==> config.mk <==
export PLATFORM = sky130hd
export DESIGN_NAME = bshift_unit
export DESIGN_NICKNAME = d
export VERILOG_FILES = /design/src/rtl/bshift_pkg.sv /design/src/rtl/bshift_decode.sv /design/src/rtl/bshift_rotator.sv /design/src/rtl/bshift_datapath.sv /design/src/rtl/bshift_unit.sv
export SDC_FILE = /design/constraint.sdc
export NUM_CORES = 1
export LEC_CHECK = 0
export BUFFER_PORTS_ARGS = -buffer_cell sky130_fd_sc_hd__buf_2
export CAP_MARGIN = 5
export CORE_MARGIN = 4
export CORE_UTILIZATION = 55
export DETAILED_ROUTE_END_ITERATION = 10
export PLACE_DENSITY = 0.81
export SYNTH_ARGS = -nofsm -noshare
export SYNTH_HDL_FRONTEND = slang
export SYNTH_SLANG_ARGS = --single-unit
==> constraint.sdc <==
create_clock -name vclk -period 7.3
set_input_delay 1.46 -clock vclk [all_inputs]
set_output_delay 1.46 -clock vclk [all_outputs]
set_load 0.01 [all_outputs]
==> src/rtl/bshift_pkg.sv <==
package bshift_pkg;

    localparam int INSN_W = 16;
    localparam int DATA_W = 16;
    localparam int AMT_W  = 4;
    localparam int IDX_W  = 4;

    localparam logic [3:0] GRP_SHIFT = 4'h7;

    // Field positions inside the instruction word
    localparam int GRP_LSB  = 12;
    localparam int DST_LSB  = 8;
    localparam int AMT_LSB  = 4;
    localparam int IMM_BIT  = 3;
    localparam int OP_W     = 3;

    typedef enum logic [OP_W-1:0] {
        SH_LSR  = 3'd0,
        SH_ASR  = 3'd1,
        SH_LSL  = 3'd2,
        SH_ROR  = 3'd3,
        SH_ROL  = 3'd4,
        SH_RRC  = 3'd5,
        SH_RLC  = 3'd6,
        SH_PASS = 3'd7
    } sh_op_e;

    typedef struct packed {
        logic             hit;
        sh_op_e           op;
        logic [AMT_W-1:0] amt;
        logic [IDX_W-1:0] dst;
        logic [IDX_W-1:0] amt_idx;
    } sh_ctrl_t;

    function automatic logic op_uses_carry(input sh_op_e op);
        return (op == SH_RRC) || (op == SH_RLC);
    endfunction

endpackage

==> src/rtl/bshift_decode.sv <==
module bshift_decode
    import bshift_pkg::*;
(
    input  logic [INSN_W-1:0] insn,
    input  logic [DATA_W-1:0] amt_src,
    output sh_ctrl_t          ctrl
);
    logic              imm_sel;
    logic [AMT_W-1:0]  imm_amt;
    logic [AMT_W-1:0]  reg_amt;

    assign imm_sel = insn[IMM_BIT];
    assign imm_amt = insn[AMT_LSB +: AMT_W];
    assign reg_amt = amt_src[AMT_W-1:0];

    always_comb begin
        ctrl         = '0;
        ctrl.hit     = (insn[GRP_LSB +: 4] == GRP_SHIFT);
        ctrl.op      = sh_op_e'(insn[OP_W-1:0]);
        ctrl.amt     = imm_sel ? imm_amt : reg_amt;
        ctrl.dst     = insn[DST_LSB +: IDX_W];
        ctrl.amt_idx = insn[AMT_LSB +: IDX_W];
    end
endmodule

==> src/rtl/bshift_rotator.sv <==
module bshift_rotator #(
    parameter int W     = 16,
    parameter int AMT_W = 4
) (
    input  logic [W-1:0]     din,
    input  logic             cin,
    input  logic [AMT_W-1:0] amt,
    output logic [W-1:0]     ror_q,
    output logic [W-1:0]     rol_q,
    output logic [W:0]       rrc_ring,
    output logic [W:0]       rlc_ring
);
    localparam int RW = W + 1;

    logic [2*W-1:0]  dbl;
    logic [2*W-1:0]  dbl_r;
    logic [2*W-1:0]  dbl_l;
    logic [RW-1:0]   ring;
    logic [2*RW-1:0] rdbl;
    logic [2*RW-1:0] rdbl_r;
    logic [2*RW-1:0] rdbl_l;

    assign dbl    = {din, din};
    assign dbl_r  = dbl >> amt;
    assign dbl_l  = dbl << amt;
    assign ror_q  = dbl_r[W-1:0];
    assign rol_q  = dbl_l[2*W-1:W];

    assign ring     = {cin, din};
    assign rdbl     = {ring, ring};
    assign rdbl_r   = rdbl >> amt;
    assign rdbl_l   = rdbl << amt;
    assign rrc_ring = rdbl_r[RW-1:0];
    assign rlc_ring = rdbl_l[2*RW-1:RW];
endmodule

==> src/rtl/bshift_datapath.sv <==
module bshift_datapath
    import bshift_pkg::*;
#(
    parameter int W = DATA_W
) (
    input  sh_ctrl_t     ctrl,
    input  logic [W-1:0] opnd,
    input  logic         carry_in,
    output logic [W-1:0] result,
    output logic         carry_out
);
    logic [W-1:0] lsr_q, asr_q, lsl_q, ror_q, rol_q;
    logic [W:0]   rrc_ring, rlc_ring;
    logic         zero_amt;

    assign zero_amt = (ctrl.amt == '0);
    assign lsr_q    = opnd >> ctrl.amt;
    assign asr_q    = W'($signed(opnd) >>> ctrl.amt);
    assign lsl_q    = opnd << ctrl.amt;

    bshift_rotator #(.W(W), .AMT_W(AMT_W)) u_rot (
        .din      (opnd),
        .cin      (carry_in),
        .amt      (ctrl.amt),
        .ror_q    (ror_q),
        .rol_q    (rol_q),
        .rrc_ring (rrc_ring),
        .rlc_ring (rlc_ring)
    );

    always_comb begin
        result    = opnd;
        carry_out = carry_in;
        if (!zero_amt) begin
            unique case (ctrl.op)
                SH_LSR:  result = lsr_q;
                SH_ASR:  result = asr_q;
                SH_LSL:  result = lsl_q;
                SH_ROR:  result = ror_q;
                SH_ROL:  result = rol_q;
                SH_RRC:  {carry_out, result} = rrc_ring;
                SH_RLC:  {carry_out, result} = rlc_ring;
                SH_PASS: result = opnd;
                default: result = opnd;
            endcase
        end
    end
endmodule

==> src/rtl/bshift_unit.sv <==
module bshift_unit
    import bshift_pkg::*;
(
    input  logic [15:0] insn,
    input  logic [15:0] opnd,
    input  logic [15:0] amt_src,
    input  logic        carry_in,
    output logic [15:0] result,
    output logic        carry_out,
    output logic        wr_en,
    output logic [3:0]  dst_idx,
    output logic [3:0]  amt_idx
);
    sh_ctrl_t ctrl;

    bshift_decode u_dec (
        .insn    (insn),
        .amt_src (amt_src),
        .ctrl    (ctrl)
    );

    bshift_datapath #(.W(DATA_W)) u_dp (
        .ctrl      (ctrl),
        .opnd      (opnd),
        .carry_in  (carry_in),
        .result    (result),
        .carry_out (carry_out)
    );

    assign wr_en   = ctrl.hit;
    assign dst_idx = ctrl.dst;
    assign amt_idx = ctrl.amt_idx;
endmodule

==> metrics, run 1 <==
outcome=finished clean; worst-path maximum fanout=15; hold path endpoint=dst_idx[1]; fin cells=around 630; Most common cell on crit path=buf_2; Initial Utilization=0.5696; crit-path cells=buf_2 -> mux2i_4 -> buf_4 -> mux2i_1 -> nor2_1 -> o41a_1 -> a32oi_1 -> o311ai_1 -> o32a_1 -> buf_2; final hold violations=0; Netlist cell types=slightly below 70; Period minus WS final=between 6 and 7 ns; most frequent cells in the layout=nand2_1, mux2i_1, buf_2; Die ar.=0.008484 mm2; most common cell after layout, fill and taps aside=nand2_1; Post-Synthesis Cells=about 540; final wirelength=approximately 18000 um; sequential share of the synthesized area=0; RSZ-0062 raised after global routing=no; part of the cycle the worst path needs=0.8545; # clk buffers=0; Horiz. Die Dim=between 90 and 100 um; post-synth top area share=0.1749; Die H=around 92 um; first-pass GRT wire length=approximately 26000 um; initial antenna violation count=0; hold path cells=0; post-cts gate resize count=0; Peak VDD IR=100.7 uV; GRT Total Usage=0.3968; Slew Viols, Final=0; wire per inst=around 28 um; fin util=0.5932; Cells after DPL=629; crit path capture type=output pin; row cnt=30; final layout net count=around 580; Syn Nets=between 500 and 600; Leakage=~1.6 nW; worst-margin pin slew=just over 1 ns; 1st-pass router iterations=7; power per cell area=about 100 mW/mm2; largest net degree at the start of global routing=47; Bufs and invs on worst path=3; GPL Wtd Cong=approximately 1.1; setup violators final=0; CP delay by family, top=compound AO/OA/AOI/OAI gates; CP Launch Type=input pin; Routed Antenna Nets=0; Synth area leaders=mux2i_1, mux4_2, nand2_1; Hold Crit Start=insn[9]; Seq. cell area=0 um2; PortBufs=between 50 and 60; antenna diode count=0; Post-CTS Setup Inserts=0; Synth Warn #=0; GRT overflow=0; Vias/cell=between 7 and 8; vias=approximately 5.0k; CP arrival=roughly 4.8 ns; critical path's largest stage delay=between 0.6 and 0.7 ns; Core Box Area=~0.0068 mm2; post-synth top area cell=mux2i_1; fmax=between 150 and 200 MHz; DRC viols=0; HP Class=input pin to output pin; critical path class=input pin to output pin; DR iter-0 viols=roughly 950; Seq cells=0; area grow syn2layout=4.148%; vias in the first global route=between 4k and 5k; fraction of layout cells with a size suffix above 1=0.2270; Req. time, crit path=roughly 6 ns; syn avg cell area=7.166 um2; TNS Setup=0 ns; max-cap viol count=0; Slew HR=0.3095; Slowest cell on crit path=mux2i_4; Hold Buf Count CTS=0; I/O Pins=between 70 and 80; Mapped Area=approximately 0.004 mm2; placed wire-length estimate=between 10000 and 15000 um
[layout make-up]
cell class                      count  area, um2
Tap cell                           96      120.1
Fill cell                         661       2779
Timing Repair Buffer               66      357.8
Inverter                            3      11.26
Multi-Input combinational cell    464       3563
[layer usage]
| metal | GRT usage | share of wire |
|---|---|---|
| met5 | 0 | 0 |
| met4 | 0.2116 | 0.076 |
| met3 | 0.06563 | 0.13 |
| met2 | 0.6235 | 0.44 |
| met1 | 0.5180 | 0.36 |
[through the flow]
step / setup slack, ns / power [mW] / hold slack (ns) / area, um2
after global routing: 0.9617 / 0.4400 / 2.920 / 4053
after floorplan: 2.123 / 0.2883 / 3.012 / 3891
after global placement: 1.183 / 0.3952 / 2.920 / 4053
after CTS: 1.146 / 0.4007 / 2.920 / 4053
after detailed placement: 1.148 / 0.3994 / 2.920 / 4053
final: 1.062 / 0.4192 / 2.920 / 4053
[how the worst max path moves through the flow]
stage / slack, ns / depth (start not counted) / from / end
global route: 0.96 / 10 / insn[3] / result[13]
floorplan: 2.12 / 9 / insn[3] / result[6]
global placement: 1.18 / 10 / insn[3] / result[1]
CTS: 1.15 / 10 / insn[3] / result[1]
finish: 1.06 / 10 / insn[3] / result[1]
detailed placement: 1.15 / 10 / insn[3] / result[13]
[power by group]
group | leakage [nW] | total, mW | switching [mW] | internal (mW)
clock network | 0 | 0 | 0 | 0
logic | 1.62 | 0.419 | 0.262 | 0.158
registers | 0 | 0 | 0 | 0
[Yosys cell counts (all sizes together) (4+ instances only)]
library cell	number
a22o	4
nand2	69
nand3	15
o211ai	15
and2	7
mux4	24
mux2i	68
mux2	21
and3	5
o22ai	14
o21ai	29
o221ai	6
a221o	5
nor3	18
clkbuf	43
a2111oi	6
buf	33
a211oi	10
a221oi	6
a31oi	6
a21o	4
o311ai	4
nor2	28
a21oi	48
[kinds of logic after synthesis]
family,Yosys count,synth area share
and+or+nand+nor,159,0.1868
xor gates and xnor gates,1,0.002251
AOI/OAI and AO/OA,191,0.3373
muxes,113,0.3765
buffers and inverters,79,0.09710
No activity file was read; power rests on OpenSTA's default activity.
==> run 2, diff against run 1 <==
--- a/config.mk
+++ b/config.mk
@@ -10,7 +10,8 @@
 export CORE_MARGIN = 4
 export CORE_UTILIZATION = 55
 export DETAILED_ROUTE_END_ITERATION = 10
-export PLACE_DENSITY = 0.81
+export PLACE_DENSITY = 0.79
 export SYNTH_ARGS = -nofsm -noshare
 export SYNTH_HDL_FRONTEND = slang
+export SYNTH_HIERARCHICAL = 1
 export SYNTH_SLANG_ARGS = --single-unit
==> metrics, run 2 <==
largest family of logic cells by synthesized area=compound AO/OA/AOI/OAI gates; fillers=866; Compound-Gate Fraction of Synth Area=0.3715; final wirelength=about 22000 um; most common cell after layout, fill and taps aside=nand2_1; area grow syn2layout=-0.04879%; mux contribution to synthesized area=0.3257; Seq. cell area=0 um2; GRT overflow=0; Die ar.=0.01095 mm2; CP Launch Type=input pin; Horiz. Die Dim=104.6 um; GRT Total Usage=0.3673; Vias/cell=around 8.1; fraction of layout cells with a size suffix above 1=0.2056; final hold violations=0; RSZ-0062 raised after global routing=no; Seq cells=0; placed wire-length estimate=14570 um; largest net degree at the start of global routing=65; Slew HR=0.2102; Slew Viols, Final=0; GPL Wtd Cong=approximately 1; post-synth top area cell=mux2i_1; fin cells=between 700 and 800; Die H=roughly 100 um; vias in the first global route=~5.8k; critical path class=input pin to output pin; Post-Synthesis Cells=700; fmax=between 150 and 200 MHz; Cells after DPL=between 700 and 800; Core Box Area=between 0.008 and 0.009 mm2; setup violators final=0; Simple-Gate Fraction of Synth Area=0.1939; sequential share of the synthesized area=0; placed inst area=between 0.005 and 0.006 mm2; vias=between 6k and 7k; outcome=finished clean; PortBufs=55; DRC viols=0; Period minus WS final=6.518 ns; Initial Utilization=0.5777; post-route design area=0.005134 mm2; Synth Warn #=6; worst-margin pin slew=around 1.2 ns; post-synth top area share=0.1189; Hold Buf Count CTS=0; DR iter-0 viols=972; Routed Antenna Nets=0; CP endpoint=result[1]; row cnt=34; final layout net count=727; HP Class=input pin to output pin; Post-Synth Adder-Cell Area=0; syn avg cell area=roughly 7.3 um2; crit path capture type=output pin; wire per inst=roughly 28 um; Synth area leaders=mux2i_1, mux4_2, mux2_2; worst-path maximum fanout=between 60 and 70; 1st-pass router iterations=6; Post-synth top cells=nand2_1, mux2i_1, a21oi_1; Synth Area in XOR/XNOR=0; CP Launch Point=insn[3]; part of the cycle the worst path needs=0.8929; first-pass GRT wire length=32670 um; Post-CTS Setup Inserts=0; Syn Nets=around 750; CP arrival=approximately 5.1 ns; Mapped Area=0.005136 mm2; Req. time, crit path=approximately 6 ns; # clk buffers=0; TNS Setup=0 ns; max-cap viol count=0; initial antenna violation count=0; Netlist cell types=77; post-cts gate resize count=0; most frequent cells in the layout=nand2_1, mux2i_1, buf_2; top-count cell post-synth=nand2_1; I/O Pins=75
run 2: worst min path at each step:
stage	start	to	slack (ns)	cells past startpoint
detailed placement	insn[8]	dst_idx[0]	2.92	0
floorplan	insn[4]	amt_idx[0]	3.01	1
global placement	insn[8]	dst_idx[0]	2.92	0
global route	insn[10]	dst_idx[2]	2.92	0
finish	insn[10]	dst_idx[2]	2.92	0
CTS	insn[8]	dst_idx[0]	2.92	0
run 2: cell type report:
type,instances,area (um2),area share
Inverter,11,41.29,0.008043
Multi-Input combinational cell,598,4589,0.8940
Timing Repair Buffer,67,365.4,0.07117
Antenna cell,1,2.502,0.0004874
Tap cell,108,135.1,0.02632
run 2: through the flow:
step	worst slack (ns)	utilization	hold WS, ns
3_5_place_dp	0.9220	0.5771	2.920
2_1_floorplan	1.960	-	3.012
3_3_place_gp	0.9455	0.5771	2.920
5_1_grt	0.6691	0.5771	2.920
4_1_cts	0.9170	0.5771	2.920
6_report	0.7822	0.5774	2.920
run 2: cells by family after synthesis:
family / count (synthesis)
AOI/OAI and AO/OA: 270
buffers and inverters: 102
muxes: 120
and+or+nand+nor: 208
run 2: metal layers:
layer / track usage / part of all wire / vias up
met2: 0.5913 / 0.45 / 580
met1: 0.4860 / 0.37 / 2964
met3: 0.06782 / 0.13 / 108
li1: - / - / 2712
met5: 0 / 0 / -
met4: 0.1509 / 0.049 / 0
run 2: critical path, cell delays in order:
cell and delay [ns]:
buf_2 0.13, mux2_4 0.85, mux2i_1 0.39, o22ai_1 0.16, a211oi_1 0.50, a21oi_1 0.14
mux2i_1 0.19, o221ai_1 0.15, or4_1 0.49, o32ai_1 0.29, nor3_1 0.10, buf_2 0.16
